File: src/rtl/bdc_pkg.sv
package bdc_pkg;
  typedef enum logic {ST_IDLE = 1'b0, ST_BUSY = 1'b1} bdc_state_e;
  localparam int unsigned BYTES_PER_WORD_LOG = 3;
endpackage

File: src/rtl/bdc_word_conv.sv
module bdc_word_conv #(
  parameter int unsigned ADDR_W = 32,
  parameter int unsigned CNT_W  = 16,
  localparam int unsigned WADDR_W = ADDR_W - bdc_pkg::BYTES_PER_WORD_LOG,
  localparam int unsigned WCNT_W  = CNT_W - 2
) (
  input  logic [ADDR_W-1:0]  byte_addr,
  input  logic [CNT_W-1:0]   byte_cnt,
  output logic [WADDR_W-1:0] word_addr,
  output logic [WCNT_W-1:0]  word_cnt,
  output logic               is_empty
);
  logic [CNT_W:0] rounded;

  always_comb begin
    word_addr = WADDR_W'(byte_addr >> bdc_pkg::BYTES_PER_WORD_LOG);
    rounded   = {1'b0, byte_cnt} + (CNT_W+1)'(7);
    word_cnt  = WCNT_W'(rounded >> bdc_pkg::BYTES_PER_WORD_LOG);
    is_empty  = (byte_cnt == '0);
  end
endmodule

File: src/rtl/bdc_size_pick.sv
module bdc_size_pick #(
  parameter int unsigned WADDR_W = 29,
  parameter int unsigned WCNT_W  = 14,
  parameter int unsigned MAX_LOG = 6,
  localparam int unsigned LOG_W  = $clog2(MAX_LOG + 1)
) (
  input  logic [WADDR_W-1:0] cur_addr,
  input  logic [WCNT_W-1:0]  left_words,
  output logic [LOG_W-1:0]   pick_log2
);
  logic [MAX_LOG:1] fits;

  for (genvar k = 1; k <= MAX_LOG; k++) begin : g_fit
    assign fits[k] = (cur_addr[k-1:0] == '0) && (left_words >= WCNT_W'(2 ** k));
  end

  always_comb begin
    pick_log2 = '0;
    for (int k = 1; k <= MAX_LOG; k++) begin
      if (fits[k]) pick_log2 = LOG_W'(k);
    end
  end
endmodule

File: src/rtl/burst_decomposer.sv
module burst_decomposer #(
  parameter int unsigned ADDR_W  = 32,
  parameter int unsigned CNT_W   = 16,
  parameter int unsigned MAX_LOG = 6,
  localparam int unsigned WADDR_W = ADDR_W - bdc_pkg::BYTES_PER_WORD_LOG,
  localparam int unsigned WCNT_W  = CNT_W - 2,
  localparam int unsigned LOG_W   = $clog2(MAX_LOG + 1)
) (
  input  logic               clk,
  input  logic               rst_n,
  input  logic               req_valid,
  output logic               req_ready,
  input  logic [ADDR_W-1:0]  req_addr,
  input  logic [CNT_W-1:0]   req_bytes,
  output logic               cmd_valid,
  input  logic               cmd_ready,
  output logic [WADDR_W-1:0] cmd_addr,
  output logic [LOG_W-1:0]   cmd_log2,
  output logic               done
);
  import bdc_pkg::*;

  logic [1:0]         rst_sync_q;
  logic               run_ok;
  bdc_state_e         state_q, state_d;
  logic [WADDR_W-1:0] addr_q, addr_d;
  logic [WCNT_W-1:0]  rem_q, rem_d;
  logic               load_en;
  logic               done_q, done_d;
  logic [WADDR_W-1:0] in_waddr;
  logic [WCNT_W-1:0]  in_words;
  logic               in_empty;
  logic [WCNT_W-1:0]  size_w;
  logic               take_req, take_cmd, last_cmd;

  always_ff @(posedge clk or negedge rst_n) begin
    if (!rst_n) rst_sync_q <= 2'b00;
    else        rst_sync_q <= {rst_sync_q[0], 1'b1};
  end
  assign run_ok = rst_sync_q[1];

  bdc_word_conv #(.ADDR_W(ADDR_W), .CNT_W(CNT_W)) u_conv (
    .byte_addr(req_addr), .byte_cnt(req_bytes),
    .word_addr(in_waddr), .word_cnt(in_words), .is_empty(in_empty)
  );

  bdc_size_pick #(.WADDR_W(WADDR_W), .WCNT_W(WCNT_W), .MAX_LOG(MAX_LOG)) u_pick (
    .cur_addr(addr_q), .left_words(rem_q), .pick_log2(cmd_log2)
  );

  assign req_ready = run_ok && (state_q == ST_IDLE);
  assign cmd_valid = (state_q == ST_BUSY);
  assign cmd_addr  = addr_q;
  assign done      = done_q;
  assign size_w    = WCNT_W'(1) << cmd_log2;
  assign take_req  = req_valid && req_ready;
  assign take_cmd  = cmd_valid && cmd_ready;
  assign last_cmd  = (rem_q == size_w);

  always_comb begin
    state_d = state_q;
    addr_d  = addr_q;
    rem_d   = rem_q;
    load_en = 1'b0;
    done_d  = 1'b0;
    case (state_q)
      ST_IDLE: begin
        if (take_req) begin
          if (in_empty || in_words == '0) begin
            done_d = 1'b1;
          end else begin
            state_d = ST_BUSY;
            addr_d  = in_waddr;
            rem_d   = in_words;
            load_en = 1'b1;
          end
        end
      end
      ST_BUSY: begin
        if (take_cmd) begin
          addr_d  = addr_q + WADDR_W'(size_w);
          rem_d   = rem_q - size_w;
          load_en = 1'b1;
          if (last_cmd) begin
            state_d = ST_IDLE;
            done_d  = 1'b1;
          end
        end
      end
      default: state_d = ST_IDLE;
    endcase
  end

  always_ff @(posedge clk or negedge rst_n) begin
    if (!rst_n) begin
      state_q <= ST_IDLE;
      done_q  <= 1'b0;
    end else begin
      state_q <= state_d;
      done_q  <= done_d;
    end
  end

  always_ff @(posedge clk or negedge rst_n) begin
    if (!rst_n) begin
      addr_q <= '0;
      rem_q  <= '0;
    end else if (load_en) begin
      addr_q <= addr_d;
      rem_q  <= rem_d;
    end
  end

  assert_hold_R7: assert property (@(posedge clk) disable iff (!rst_n)
    cmd_valid && !cmd_ready |=> cmd_valid && $stable(cmd_addr) && $stable(cmd_log2));

  assert_aligned_R3: assert property (@(posedge clk) disable iff (!rst_n)
    cmd_valid |-> ((cmd_addr & WADDR_W'(size_w - WCNT_W'(1))) == '0));

  assert_fits_R4: assert property (@(posedge clk) disable iff (!rst_n)
    cmd_valid |-> (size_w <= rem_q));

  assert_contig_R6: assert property (@(posedge clk) disable iff (!rst_n)
    cmd_valid && cmd_ready && !last_cmd |=>
      cmd_valid && (cmd_addr == $past(cmd_addr) + WADDR_W'($past(size_w))));

  assert_done_quiet_R8: assert property (@(posedge clk) disable iff (!rst_n)
    done |-> !cmd_valid);

  assert_excl_R10: assert property (@(posedge clk) disable iff (!rst_n)
    !(req_ready && cmd_valid));
endmodule

File: config.mk
export PLATFORM = sky130hd
export DESIGN_NAME = burst_decomposer
export DESIGN_NICKNAME = d
export VERILOG_FILES = /design/src/rtl/bdc_pkg.sv /design/src/rtl/bdc_word_conv.sv /design/src/rtl/bdc_size_pick.sv /design/src/rtl/burst_decomposer.sv
export SDC_FILE = /design/constraint.sdc
export NUM_CORES = 1
export LEC_CHECK = 0
export CAP_MARGIN = 10
export CORE_MARGIN = 5
export CORE_UTILIZATION = 35
export DETAILED_ROUTE_END_ITERATION = 8
export MAX_ROUTING_LAYER = met4
export SLEW_MARGIN = 0
export SYNTH_ARGS = -nofsm -noshare
export SYNTH_HDL_FRONTEND = slang
export SYNTH_HIERARCHICAL = 1
export SYNTH_SLANG_ARGS = --single-unit
File: constraint.sdc
create_clock -name clk -period 4.7 [get_ports clk]
set_input_delay 0.94 -clock clk [delete_from_list [all_inputs] [get_ports clk]]
set_output_delay 0.94 -clock clk [all_outputs]
set_load 0.01 [all_outputs]
==> impl_metrics.env <==
export IMPL_status="finished clean"
export IMPL_cpMostUsedCell="a21oi_1"
export IMPL_port_buffers=83
export IMPL_netlist_instances=537
export IMPL_syn_mean_instance_area_um2=8.24
export IMPL_vias=4302
export IMPL_synth_edf_count=0
export IMPL_synth_cell_types=79
export IMPL_gr_total_overflow=0
export IMPL_max_stage_delay_ns=0.85
export IMPL_nets=658
export IMPL_finalClockSkew_ns=0.0125
export IMPL_postCtsSetupBuffers=0
export IMPL_crit_path_cell_trace="nor4_4 -> nand3_2 -> and2_1 -> o41ai_2 -> buf_4 -> nand3_1 -> inv_1 -> ha_1 -> a21oi_1 -> nand2_1 -> o21ai_0 -> a21oi_1 -> o22a_1"
export IMPL_crit_fanout=10
export IMPL_critical_path_arrival_ns=4.55
export IMPL_cp_required_ns=4.88
export IMPL_drtIter0Drc=295
export IMPL_cts_resized=0
export IMPL_ys_seq_area_share_pct=26.6
export IMPL_fmax_mhz=229
export IMPL_r2r_end="cmd_addr[10]"
export IMPL_dieArea_um2=15000
export IMPL_synth_async_sr_flop_share_pct=100
export IMPL_synthMuxAreaShare_pct=2.71
export IMPL_peakVddDrop_mv=0.217
export IMPL_ios=87
export IMPL_cts_path_max_buffers=2
export IMPL_start_util_pct=35.4
export IMPL_r2r_cells=13
export IMPL_postCtsHoldBufs=0
export IMPL_clk_latency_ns=0.29
export IMPL_finalSetupTns_ns=0
export IMPL_cts_tree="built"
export IMPL_pwr_density_cell_nw_per_um2=599
export IMPL_drv_slew=0
export IMPL_ys_ff_latch=47
export IMPL_die_w_um=122
export IMPL_wl_per_cell_um=16.9
export IMPL_drv_cap=0
export IMPL_synth_compound_area_share_pct=23.7
export IMPL_leakage_nw=2.11
export IMPL_die_h_um=122
export IMPL_period_minus_slack_ns=4.37
export IMPL_syn_to_final_growth_pct=21.7
export IMPL_synth_fa_ha_area_share_pct=5.43
export IMPL_rr_startpoint="rem_q[9]"
export IMPL_hpwl_um=9830
export IMPL_setup_viol=0
export IMPL_core_um2=12500
export IMPL_syn_nets=607
export IMPL_total_power_w=0.00323
export IMPL_wl_um=12900
export IMPL_gp_congestion=0.897
export IMPL_grt_max_degree=34
export IMPL_hold_ws_ns=0.352
export IMPL_grt_pass1_wl_um=21400
export IMPL_synthesis_area_um2=4430
export IMPL_hp_start="rst_sync_q[0]"
export IMPL_clkSinkCount=47
export IMPL_synth_top_family_by_area="simple AND/OR/NAND/NOR gates"
export IMPL_whs_endpoint="rst_sync_q[1]"
export IMPL_cts_root_buf="clkbuf_16"
export IMPL_start_kind="register"
export IMPL_final_antenna_net_count=0
export IMPL_tightest_slew_ns=1.07
export IMPL_rsz0062_at_grt="false"
export IMPL_yosys_warnings=6
export IMPL_worst_path_max_delay_cell="o21ai_0"
export IMPL_viasPerCell=5.65
export IMPL_ys_flop_type="dfrtp_1"
export IMPL_antenna_found_initial=0
export IMPL_rows=41
export IMPL_post_route_util_pct=43.0
export IMPL_cts_clk_slew_worst_paths_ns=0.07
export IMPL_diodes=0
export IMPL_drc=0
export IMPL_htree_levels=2
export IMPL_fin_crit_sh_pct=93.1
export IMPL_synthSimpleGateAreaFrac_pct=27.9
export IMPL_yosys_area_share_xor_xnor_pct=4.16
export IMPL_whs_path_depth=0
export IMPL_hold_viol_final=0
export IMPL_drive_gt1_share_pct=8.49
export IMPL_post_place_ws_ns=0.340
export IMPL_drtPass1Iterations=7
export IMPL_hp_class="reg2reg"
export IMPL_crit_type="reg2reg"
export IMPL_relSlewSlack_pct=28.1
export IMPL_grtUsageTotal_pct=18.1
export IMPL_grt_pass1_vias=4176
export IMPL_setup_ws_ns=0.326
export IMPL_end_kind="register"
export IMPL_reg2reg_slack_ns=0.33
export IMPL_cts_buffers=5
## state kept, by name, summed over array words and instances (netlist names)
name	count
cmd_addr	29
cmd_valid	1
done	1
rem_q	14
rst_sync_q	2
## routing by layer
layer | vias to the layer above | GRT usage [%] | part of all wire, %
met5 | - | - | 0
met1 | 2071 | 24.3 | 46
met3 | 8 | 1.84 | 4.1
li1 | 2105 | - | -
met4 | 0 | 3.71 | 1.1
met2 | 118 | 29.8 | 48
## worst max-delay path, delay by kind of cell, from the launching register on
family	cells	cell delay, ns
AO/OA/AOI/OAI	5	2.04
flip-flops	1	0.46
AND/OR/NAND/NOR	5	1.15
buffers and inverters	2	0.32
adder cells (fa/ha/maj)	1	0.30
## report_power, final
group	switching [W]	internal, W
Clock	0.000166	0.000213
Sequential	0.000246	0.000556
Combinational	0.00108	0.000964
Total	0.00149	0.00173
## area by class of cell
| class | instances | area, um2 |
|---|---|---|
| clock buffers | 6 | 139 |
| clock inverters | 2 | 16.3 |
| fillers | 1301 | 7130 |
| inverters | 26 | 97.6 |
| multi-input cells | 414 | 2830 |
| flip-flops and latches | 47 | 1180 |
| well taps | 172 | 215 |
| repair buffers | 94 | 908 |
## worst max-delay path by stage
stage,start,to,slack [ns],cells after the start
finish,rem_q[9],cmd_addr[10],0.33,13
CTS,rem_q[9],cmd_addr[10],0.37,13
detailed placement,req_bytes[2],rem_q[11],0.34,10
floorplan,rem_q[9],cmd_addr[22],0.65,11
global placement,req_bytes[2],rem_q[11],0.38,10
global route,rem_q[9],rem_q[11],0.01,12
## stage by stage
| stage | instances | instance area (um2) |
|---|---|---|
| floorplan | 537 | 4430 |
| global placement | 753 | 5230 |
| detailed placement | 753 | 5230 |
| CTS | 761 | 5390 |
| global route | 761 | 5390 |
| finish | 761 | 5390 |
## logic make-up after synthesis
group,Yosys count
other,1
AOI/OAI and AO/OA,147
buffers and inverters,76
muxes,12
xor gates and xnor gates,21
DFF,47
and+or+nand+nor,215
adders and majority gates,18
## Yosys cell counts (7+ instances only)
| cell | count | area (um2) |
|---|---|---|
| a211oi_1 | 7 | 52.6 |
| a21oi_1 | 35 | 175 |
| buf_4 | 29 | 218 |
| clkbuf_1 | 12 | 45.0 |
| dfrtp_1 | 47 | 1180 |
| ha_1 | 16 | 200 |
| inv_1 | 24 | 90.1 |
| mux2i_1 | 12 | 120 |
| nand2_1 | 45 | 169 |
| nand3_1 | 22 | 110 |
| nand4_1 | 9 | 56.3 |
| nor2_1 | 40 | 150 |
| nor3_1 | 28 | 140 |
| nor4_1 | 17 | 106 |
| o211ai_1 | 9 | 67.6 |
| o21ai_0 | 9 | 45.0 |
| o21ai_1 | 15 | 75.1 |
| o22a_1 | 7 | 61.3 |
| o22ai_1 | 8 | 50.1 |
| xnor2_1 | 8 | 70.1 |
| xor2_1 | 13 | 114 |
## layout by cell type (no fill, tap or decap), drive strengths merged, types with 9 or more instances in the layout
| cell type | instances |
|---|---|
| inv | 24 |
| ha | 16 |
| xor2 | 13 |
| clkdlybuf4s50 | 82 |
| a21oi | 35 |
| nand3 | 24 |
| nand2 | 45 |
| dfrtp | 47 |
| nor2 | 40 |
| nor3 | 30 |
| nor4 | 25 |
| nand4 | 12 |
| buf | 12 |
| o22ai | 9 |
| mux2i | 12 |
| o211ai | 9 |
| o21ai | 26 |
Note: power is estimated with default switching activity, not from simulation.
